## config.mk

```make
export PLATFORM = sky130hd
export DESIGN_NAME = psw_access_unit
export DESIGN_NICKNAME = d
export VERILOG_FILES = /design/src/rtl/psw_pkg.sv /design/src/rtl/psw_lane_merge.sv /design/src/rtl/psw_fiq_guard.sv /design/src/rtl/psw_split.sv /design/src/rtl/psw_access_unit.sv
export SDC_FILE = /design/constraint.sdc
export NUM_CORES = 1
export LEC_CHECK = 0
export BUFFER_PORTS_ARGS = -buffer_cell sky130_fd_sc_hd__buf_2
export CAP_MARGIN = 40
export CELL_PAD_IN_SITES_DETAIL_PLACEMENT = 0
export CELL_PAD_IN_SITES_GLOBAL_PLACEMENT = 1
export CORE_ASPECT_RATIO = 0.8
export CORE_MARGIN = 2
export CORE_UTILIZATION = 42
export CTS_CLUSTER_DIAMETER = 150
export DETAILED_ROUTE_END_ITERATION = 16
export PLACE_DENSITY = 0.86
export RECOVER_POWER = 50
export SETUP_SLACK_MARGIN = 0.1
export SYNTH_ARGS = -nofsm -noshare
export SYNTH_HDL_FRONTEND = slang
export SYNTH_HIERARCHICAL = 1
export SYNTH_SLANG_ARGS = --single-unit
```

## constraint.sdc

```tcl
create_clock -name clk -period 3.58 [get_ports clk]
set_clock_uncertainty 0.1 [all_clocks]
set_input_delay 1.074 -clock clk [delete_from_list [all_inputs] [get_ports clk]]
set_output_delay 1.074 -clock clk [all_outputs]
set_load 0.1 [all_outputs]
```

## src/rtl/psw_pkg.sv

```systemverilog
package psw_pkg;
  localparam int unsigned PSW_W = 32;
  localparam logic [PSW_W-1:0] PSW_READ_MASK = 32'hF8FF_03DF;
  localparam logic [PSW_W-1:0] PSW_FLAG_MASK = 32'hF80F_0000;
  localparam logic [PSW_W-1:0] PSW_RESET     = 32'h0000_01D3;
  localparam int unsigned PSW_FIQ_BIT = 6;
endpackage

```

## src/rtl/psw_lane_merge.sv

```systemverilog
module psw_lane_merge #(
  parameter int unsigned WIDTH = 32,
  localparam int unsigned LANES = WIDTH / 8
) (
  input  logic [WIDTH-1:0] cur_word,
  input  logic [WIDTH-1:0] new_word,
  input  logic [LANES-1:0] lane_en,
  output logic [WIDTH-1:0] merged
);
  for (genvar g = 0; g < LANES; g++) begin : g_lane
    assign merged[g*8 +: 8] = lane_en[g] ? new_word[g*8 +: 8] : cur_word[g*8 +: 8];
  end
endmodule

```

## src/rtl/psw_fiq_guard.sv

```systemverilog
module psw_fiq_guard #(
  parameter int unsigned WIDTH = 32,
  parameter int unsigned GUARD_BIT = 6
) (
  input  logic [WIDTH-1:0] cur_word,
  input  logic [WIDTH-1:0] cand_word,
  input  logic             nonmask,
  output logic [WIDTH-1:0] out_word
);
  always_comb begin
    out_word = cand_word;
    if (nonmask && !cur_word[GUARD_BIT]) out_word[GUARD_BIT] = 1'b0;
  end
endmodule

```

## src/rtl/psw_split.sv

```systemverilog
module psw_split #(
  parameter int unsigned WIDTH = 32,
  parameter logic [WIDTH-1:0] FLAG_MASK = '0
) (
  input  logic [WIDTH-1:0] word,
  output logic [WIDTH-1:0] flag_bits,
  output logic [WIDTH-1:0] ctrl_bits
);
  assign flag_bits = word & FLAG_MASK;
  assign ctrl_bits = word & ~FLAG_MASK;
endmodule

```

## src/rtl/psw_access_unit.sv

```systemverilog
module psw_access_unit
  import psw_pkg::*;
#(
  parameter int unsigned WIDTH = PSW_W,
  parameter logic [WIDTH-1:0] READ_MASK = PSW_READ_MASK,
  parameter logic [WIDTH-1:0] FLAG_MASK = PSW_FLAG_MASK,
  parameter logic [WIDTH-1:0] RESET_WORD = PSW_RESET,
  parameter int unsigned FIQ_BIT = PSW_FIQ_BIT,
  localparam int unsigned LANES = WIDTH / 8
) (
  input  logic             clk,
  input  logic             rst,
  input  logic             wr_en,
  input  logic             wr_sel_imm,
  input  logic [WIDTH-1:0] wr_reg,
  input  logic [WIDTH-1:0] wr_imm,
  input  logic [LANES-1:0] wr_lanes,
  input  logic             fiq_nonmask,
  output logic [WIDTH-1:0] rd_word,
  output logic [WIDTH-1:0] flag_part,
  output logic [WIDTH-1:0] ctrl_part
);
  logic [WIDTH-1:0] flag_q, ctrl_q;
  logic [WIDTH-1:0] stored, operand, merged, guarded;
  logic [WIDTH-1:0] flag_nxt, ctrl_nxt;
  logic [WIDTH-1:0] rst_flag, rst_ctrl;

  assign stored  = flag_q | ctrl_q;
  assign operand = wr_sel_imm ? wr_imm : wr_reg;

  psw_lane_merge #(.WIDTH(WIDTH)) i_merge (
    .cur_word(stored), .new_word(operand), .lane_en(wr_lanes), .merged(merged)
  );

  psw_fiq_guard #(.WIDTH(WIDTH), .GUARD_BIT(FIQ_BIT)) i_guard (
    .cur_word(stored), .cand_word(merged), .nonmask(fiq_nonmask), .out_word(guarded)
  );

  psw_split #(.WIDTH(WIDTH), .FLAG_MASK(FLAG_MASK)) i_split (
    .word(guarded), .flag_bits(flag_nxt), .ctrl_bits(ctrl_nxt)
  );

  psw_split #(.WIDTH(WIDTH), .FLAG_MASK(FLAG_MASK)) i_rst_split (
    .word(RESET_WORD), .flag_bits(rst_flag), .ctrl_bits(rst_ctrl)
  );

  always_ff @(posedge clk) begin
    if (rst) begin
      flag_q <= rst_flag;
      ctrl_q <= rst_ctrl;
    end else if (wr_en) begin
      flag_q <= flag_nxt;
      ctrl_q <= ctrl_nxt;
    end
  end

  assign rd_word   = stored & READ_MASK;
  assign flag_part = flag_q;
  assign ctrl_part = ctrl_q;


  no_write_hold_chk: assert property (@(posedge clk) disable iff (rst)
    !wr_en |=> ($stable(flag_q) && $stable(ctrl_q)));


  split_disjoint_chk: assert property (@(posedge clk) disable iff (rst)
    ((flag_q & ~FLAG_MASK) == '0) && ((ctrl_q & FLAG_MASK) == '0));


  fiq_lock_chk: assert property (@(posedge clk) disable iff (rst)
    (wr_en && fiq_nonmask && !stored[FIQ_BIT]) |=> !stored[FIQ_BIT]);

  for (genvar g = 0; g < LANES; g++) begin : g_lane_chk
    localparam logic [7:0] CMP = (FIQ_BIT / 8 == g) ? ~(8'h01 << (FIQ_BIT % 8)) : 8'hFF;

    lane_hold_chk: assert property (@(posedge clk) disable iff (rst)
      (wr_en && !wr_lanes[g]) |=> $stable(stored[g*8 +: 8]));

    lane_load_chk: assert property (@(posedge clk) disable iff (rst)
      (wr_en && wr_lanes[g]) |=>
        ((stored[g*8 +: 8] & CMP) == ($past(operand[g*8 +: 8]) & CMP)));
  end
endmodule

```

Word-level counts from Yosys, hierarchy flattened
Cells that the tools add are included.
{"block": "totals", "ff_bits": 32, "input_bits": 73, "output_inout_bits": 96}
{"block": "op_classes", "mux": 6, "n_bitwise": 1, "n_reduce_logical": 2}
{"op": "$mux W32", "count": 1}
{"op": "$mux W8", "count": 4}
{"op": "$or A32 B27 Y32", "count": 1}
{"op": "$logic_and A1 B1 Y1", "count": 1}
{"op": "$logic_not A1 Y1", "count": 1}
{"op": "$mux W1", "count": 1}

Longest topological paths before layout
{"block": "depth", "depth_word": 4, "ltp_mapped": 7}

By module
The synthesis kept the hierarchy.
{"mod": "psw_access_unit", "n_inst": 1, "cells_per_inst": 238, "area_per_inst_um2": 3774.9}
{"mod": "psw_split", "n_inst": 2, "cells_per_inst": 65, "area_per_inst_um2": 484.2}
{"mod": "psw_lane_merge", "n_inst": 1, "cells_per_inst": 36, "area_per_inst_um2": 525.5}
{"mod": "psw_fiq_guard", "n_inst": 1, "cells_per_inst": 33, "area_per_inst_um2": 244.0}

Worst setup path before layout
No wires, ideal clock.
{"block": "synth_path", "path_type": "input -> register", "from": "in rst", "to": "reg ctrl_q[0] (netlist: ctrl_part[0]), enable pin", "setup_time_ps": 426, "arrival_time_ps": 2823, "t_required_ps": 3054, "setup_slack_ps": 232, "path_stages": 3, "n_path_buf": 2, "path_cell_list": "buf_6 -> buf_6 -> or2_1"}
{"element": "start: declaration", "line": "psw_access_unit.sv:12", "source": "input logic rst,"}
{"element": "end signal: assignment", "line": "psw_access_unit.sv:50", "source": "ctrl_q <= rst_ctrl;"}
{"element": "end signal: assignment", "line": "psw_access_unit.sv:53", "source": "ctrl_q <= ctrl_nxt;"}
{"element": "end: declaration", "line": "psw_access_unit.sv:23", "source": "logic [WIDTH-1:0] flag_q, ctrl_q;"}
No word-level cell between the ends.

Final worst setup path
{"block": "layout_path", "from": "in wr_sel_imm", "to": "reg flag_q[30] (netlist: flag_part[30]), data pin"}
{"block": "layout_via", "elab_chain_cells": 2}
{"element": "start: declaration", "line": "psw_access_unit.sv:14", "source": "input logic wr_sel_imm,"}
{"element": "$mux W32", "line": "psw_access_unit.sv:29", "source": "assign operand = wr_sel_imm ? wr_imm : wr_reg;"}
{"element": "named net operand[30]", "line": "psw_access_unit.sv:24", "source": "logic [WIDTH-1:0] stored, operand, merged, guarded;"}
{"element": "$mux W8", "line": "psw_lane_merge.sv:11", "source": "assign merged[g*8 +: 8] = lane_en[g] ? new_word[g*8 +: 8] : cur_word[g*8 +: 8];"}
{"element": "named net merged[30]", "line": "psw_access_unit.sv:24"}
{"element": "end signal: assignment", "line": "psw_access_unit.sv:49", "source": "flag_q <= rst_flag;"}
{"element": "end signal: assignment", "line": "psw_access_unit.sv:52", "source": "flag_q <= flag_nxt;"}
{"element": "end: declaration", "line": "psw_access_unit.sv:23"}
The timed path passes the listed nets, and every way through them passes these cells.
A chain may end at the register's enable or synchronous reset.

==> results.cfg <==
[outcome]
status = completed

[global_routing]
grt_max_degree = 36
grt_use_total_pct = 12.4
number_of_global_route_vias_before_repair = 2737
grt_antenna_before_repair = 0
grt_pass1_wl_um = 13400
overflow = 0

[setup_path]
worstSetupStartpoint = wr_sel_imm
worst-r2r-setup-slack_ns = 1.86
critical_path_s_slowest_cell = sky130_fd_sc_hd__clkbuf_1
crit_path_max_incr_delay_ns = 0.68
critPathLaunchType = primary input
critical_path.max_fanout = 15
setup.worst_path.end = flag_part[30]
crit_required_ns = 3.55
timing.critical_path.cells = buf_2, clkbuf_1, mux2_2, mux2_4, mux2_4
r2r_start = ctrl_part[6]
crit_path_class = primary input to flip-flop
crit_path_frequent_cell = sky130_fd_sc_hd__mux2_4
crit_arrival_ns = 2.80
ff2ff_path_depth = 4
reg2reg_to = ctrl_part[6]
crit_path_end_kind = flip-flop

[timing]
timing.hold.ws_ns = 0.681
finalCritPeriodShare_pct = 78.9
totalNegativeSetupSlack_ns = 0
unrepaired_setup_endpoints_after_global_routing = false
timing.final.max_slew_violations = 0
tightest_slew_ns = 1.47
relSlewSlack_pct = 2.03
setup_viol = 0
min_period_ns = 2.83
hold_viol = 0
max_freq_mhz = 354

[finish]
n_fill_cell = 1274
post-route-cell-area_um2 = 5610
layout_stage_area_growth_over_the_synthesis_result_pct = 1.68
design.final.nets = 580
final_layout_size_suffix_gt1_share_pct = 59.6
layout.area.seq_um2 = 1920
multi_input_gate_area_in_the_final_layout_um2 = 2370
antenna-diode-count = 0

[synthesis]
ys_warn_count = 6
async_s_r_ff_share_synth_pct = 0
synth.area.mux_share_pct = 32.1
synth-xor-area-share_pct = 0
yosys.area_share.simple_pct = 3.74
synth-seq-cells = 64
synth_cells = 437
netlist_area_um2 = 5510
synth-edff-count = 64
post_synth_fa_ha_maj_area_fraction_pct = 0
netlist-cell-type-count = 12
sequential_cell_area_fraction_in_the_yosys_report_pct = 34.9
main_combinational_cell_family_by_area_after_synthesis = multiplexers
synth_top_cell_area_share_pct = 34.9
post_synth_main_area_contributors = sky130_fd_sc_hd__edfxtp_1, sky130_fd_sc_hd__buf_4, sky130_fd_sc_hd__mux2_4, sky130_fd_sc_hd__mux2_2, sky130_fd_sc_hd__or2_2
yosysMostFrequentCell = sky130_fd_sc_hd__buf_4
synth_common_cells = sky130_fd_sc_hd__buf_4, sky130_fd_sc_hd__mux2_4, sky130_fd_sc_hd__edfxtp_1, sky130_fd_sc_hd__mux2_2, sky130_fd_sc_hd__or2_2
netlist.top_cell.by_area = sky130_fd_sc_hd__edfxtp_1
fraction_of_the_mapped_netlist_area_in_compound_gates_pct = 0.136
predominant_post_synthesis_flop_cell = sky130_fd_sc_hd__edfxtp_1
synth_area_per_cell_um2 = 12.6

[drt]
detail_route.iter0.violations = 86
drt-pass1-iter-count = 4
antenna_violating_nets_post_route = 0
detail_route.vias_per_cell = 3.99
num_vias = 2743
wl_per_cell_um = 12.6
drt-total-wl_um = 8690
drc_errors = 0

[clocking]
clk-insertion-delay-late_ns = 0.32
clk_transition_reported_paths_ns = 0.05
clockBufferDepth = 2
clock-root-buffer = sky130_fd_sc_hd__clkbuf_16
cts_buffers = 9
cts_resized = 0
post_cts.repair.setup_buffers = 0
cts_tree = yes
cts.sinks = 64
htree_num_levels = 3
cts_hold_buf = 0

[power_and_ir_drop]
peakVddDrop_mv = 0.264
power_density_nw_per_um2 = 550
p_leak_uw = 0.00264
power.total_uw = 3080

[die]
floorplan.die_area_um2 = 14100
initial_utilization_pct = 43.0
die_height_um = 106
floorplan.io_pins = 169
die_width_um = 132
placeableCoreArea_um2 = 12800
placementRows = 37

[placement]
place_congestion = 0.780
placed_instance_area_um2 = 5370
final_hpwl_dp_um = 6380
place.port_buffers = 158

[run]
drv.max_cap_violation_count = 0

[min_path]
hold_path_class = flip-flop to flip-flop
## power by group
group | internal (uW) | switching (uW) | total [uW]
clock network | 528 | 304 | 831
registers | 927 | 38.5 | 965
logic | 294 | 991 | 1280
## cell type report
cell class | instances | area share [%]
multi-input cells | 268 | 42.3
flip-flops and latches | 64 | 34.3
repair buffers | 163 | 14.4
clock buffers | 10 | 4.08
well taps | 175 | 3.91
clock inverters | 6 | 0.893
inverters | 1 | 0.0670
## registers in the layout, indices dropped and copies added, names as in the netlist
name	flops
ctrl_part	32
flag_part	32
## routing by layer
metal | share of wire [%] | GRT usage [%]
met5 | 0 | 0
met4 | 1.6 | 4.89
met3 | 6.4 | 4.24
met2 | 49 | 20.9
met1 | 43 | 14.6
## worst max-delay path: cells and delay by family
kind | cells | cell delay, ns
muxes | 3 | 0.95
buffers and inverters | 2 | 0.77
## layout by cell type, fill, tap and decap left out
cell type	Yosys	final
sky130_fd_sc_hd__buf_2	2	133
sky130_fd_sc_hd__edfxtp_1	64	64
sky130_fd_sc_hd__or2_1	1	1
sky130_fd_sc_hd__buf_12	0	1
sky130_fd_sc_hd__clkbuf_1	0	26
sky130_fd_sc_hd__clkinv_1	0	4
sky130_fd_sc_hd__clkbuf_16	0	9
sky130_fd_sc_hd__bufinv_16	0	1
sky130_fd_sc_hd__clkinv_2	0	1
sky130_fd_sc_hd__or2_2	32	32
sky130_fd_sc_hd__mux2_1	2	4
sky130_fd_sc_hd__inv_1	1	1
sky130_fd_sc_hd__mux2_4	87	85
sky130_fd_sc_hd__conb_1	4	106
sky130_fd_sc_hd__mux2_2	39	39
sky130_fd_sc_hd__a21boi_1	1	1
sky130_fd_sc_hd__buf_4	191	4
## worst min-delay path by stage
stage / from / endpoint / slack (ns) / depth (start not counted)
finish: flag_part[26] / ctrl_part[26] / 0.68 / 3
global route: flag_part[10] / ctrl_part[10] / 0.72 / 3
CTS: flag_part[10] / ctrl_part[10] / 0.69 / 3
detailed placement: flag_part[26] / ctrl_part[26] / 0.67 / 3
global placement: flag_part[24] / ctrl_part[24] / 0.67 / 3
floorplan: fiq_nonmask / ctrl_part[6] / 1.40 / 3
## cell families (layout without fill, tap and decap cells)
family / count (synthesis) / count (layout)
multiplexers: 128 / 128
buffers and inverters: 207 / 180
other: 4 / 106
flip-flops: 64 / 64
AND/OR/NAND/NOR: 33 / 33
AO/OA/AOI/OAI: 1 / 1
## per-stage QoR
stage | setup WS (ns) | utilization [%] | cells
5_1_grt | 0.664 | 43.7 | 687
3_3_place_gp | 0.784 | 41.9 | 671
2_1_floorplan | 0.232 | - | 539
6_report | 0.755 | 43.7 | 687
3_5_place_dp | 0.753 | 41.9 | 671
4_1_cts | 1.04 | 44.1 | 687
Power figures use the tool's default switching activity.
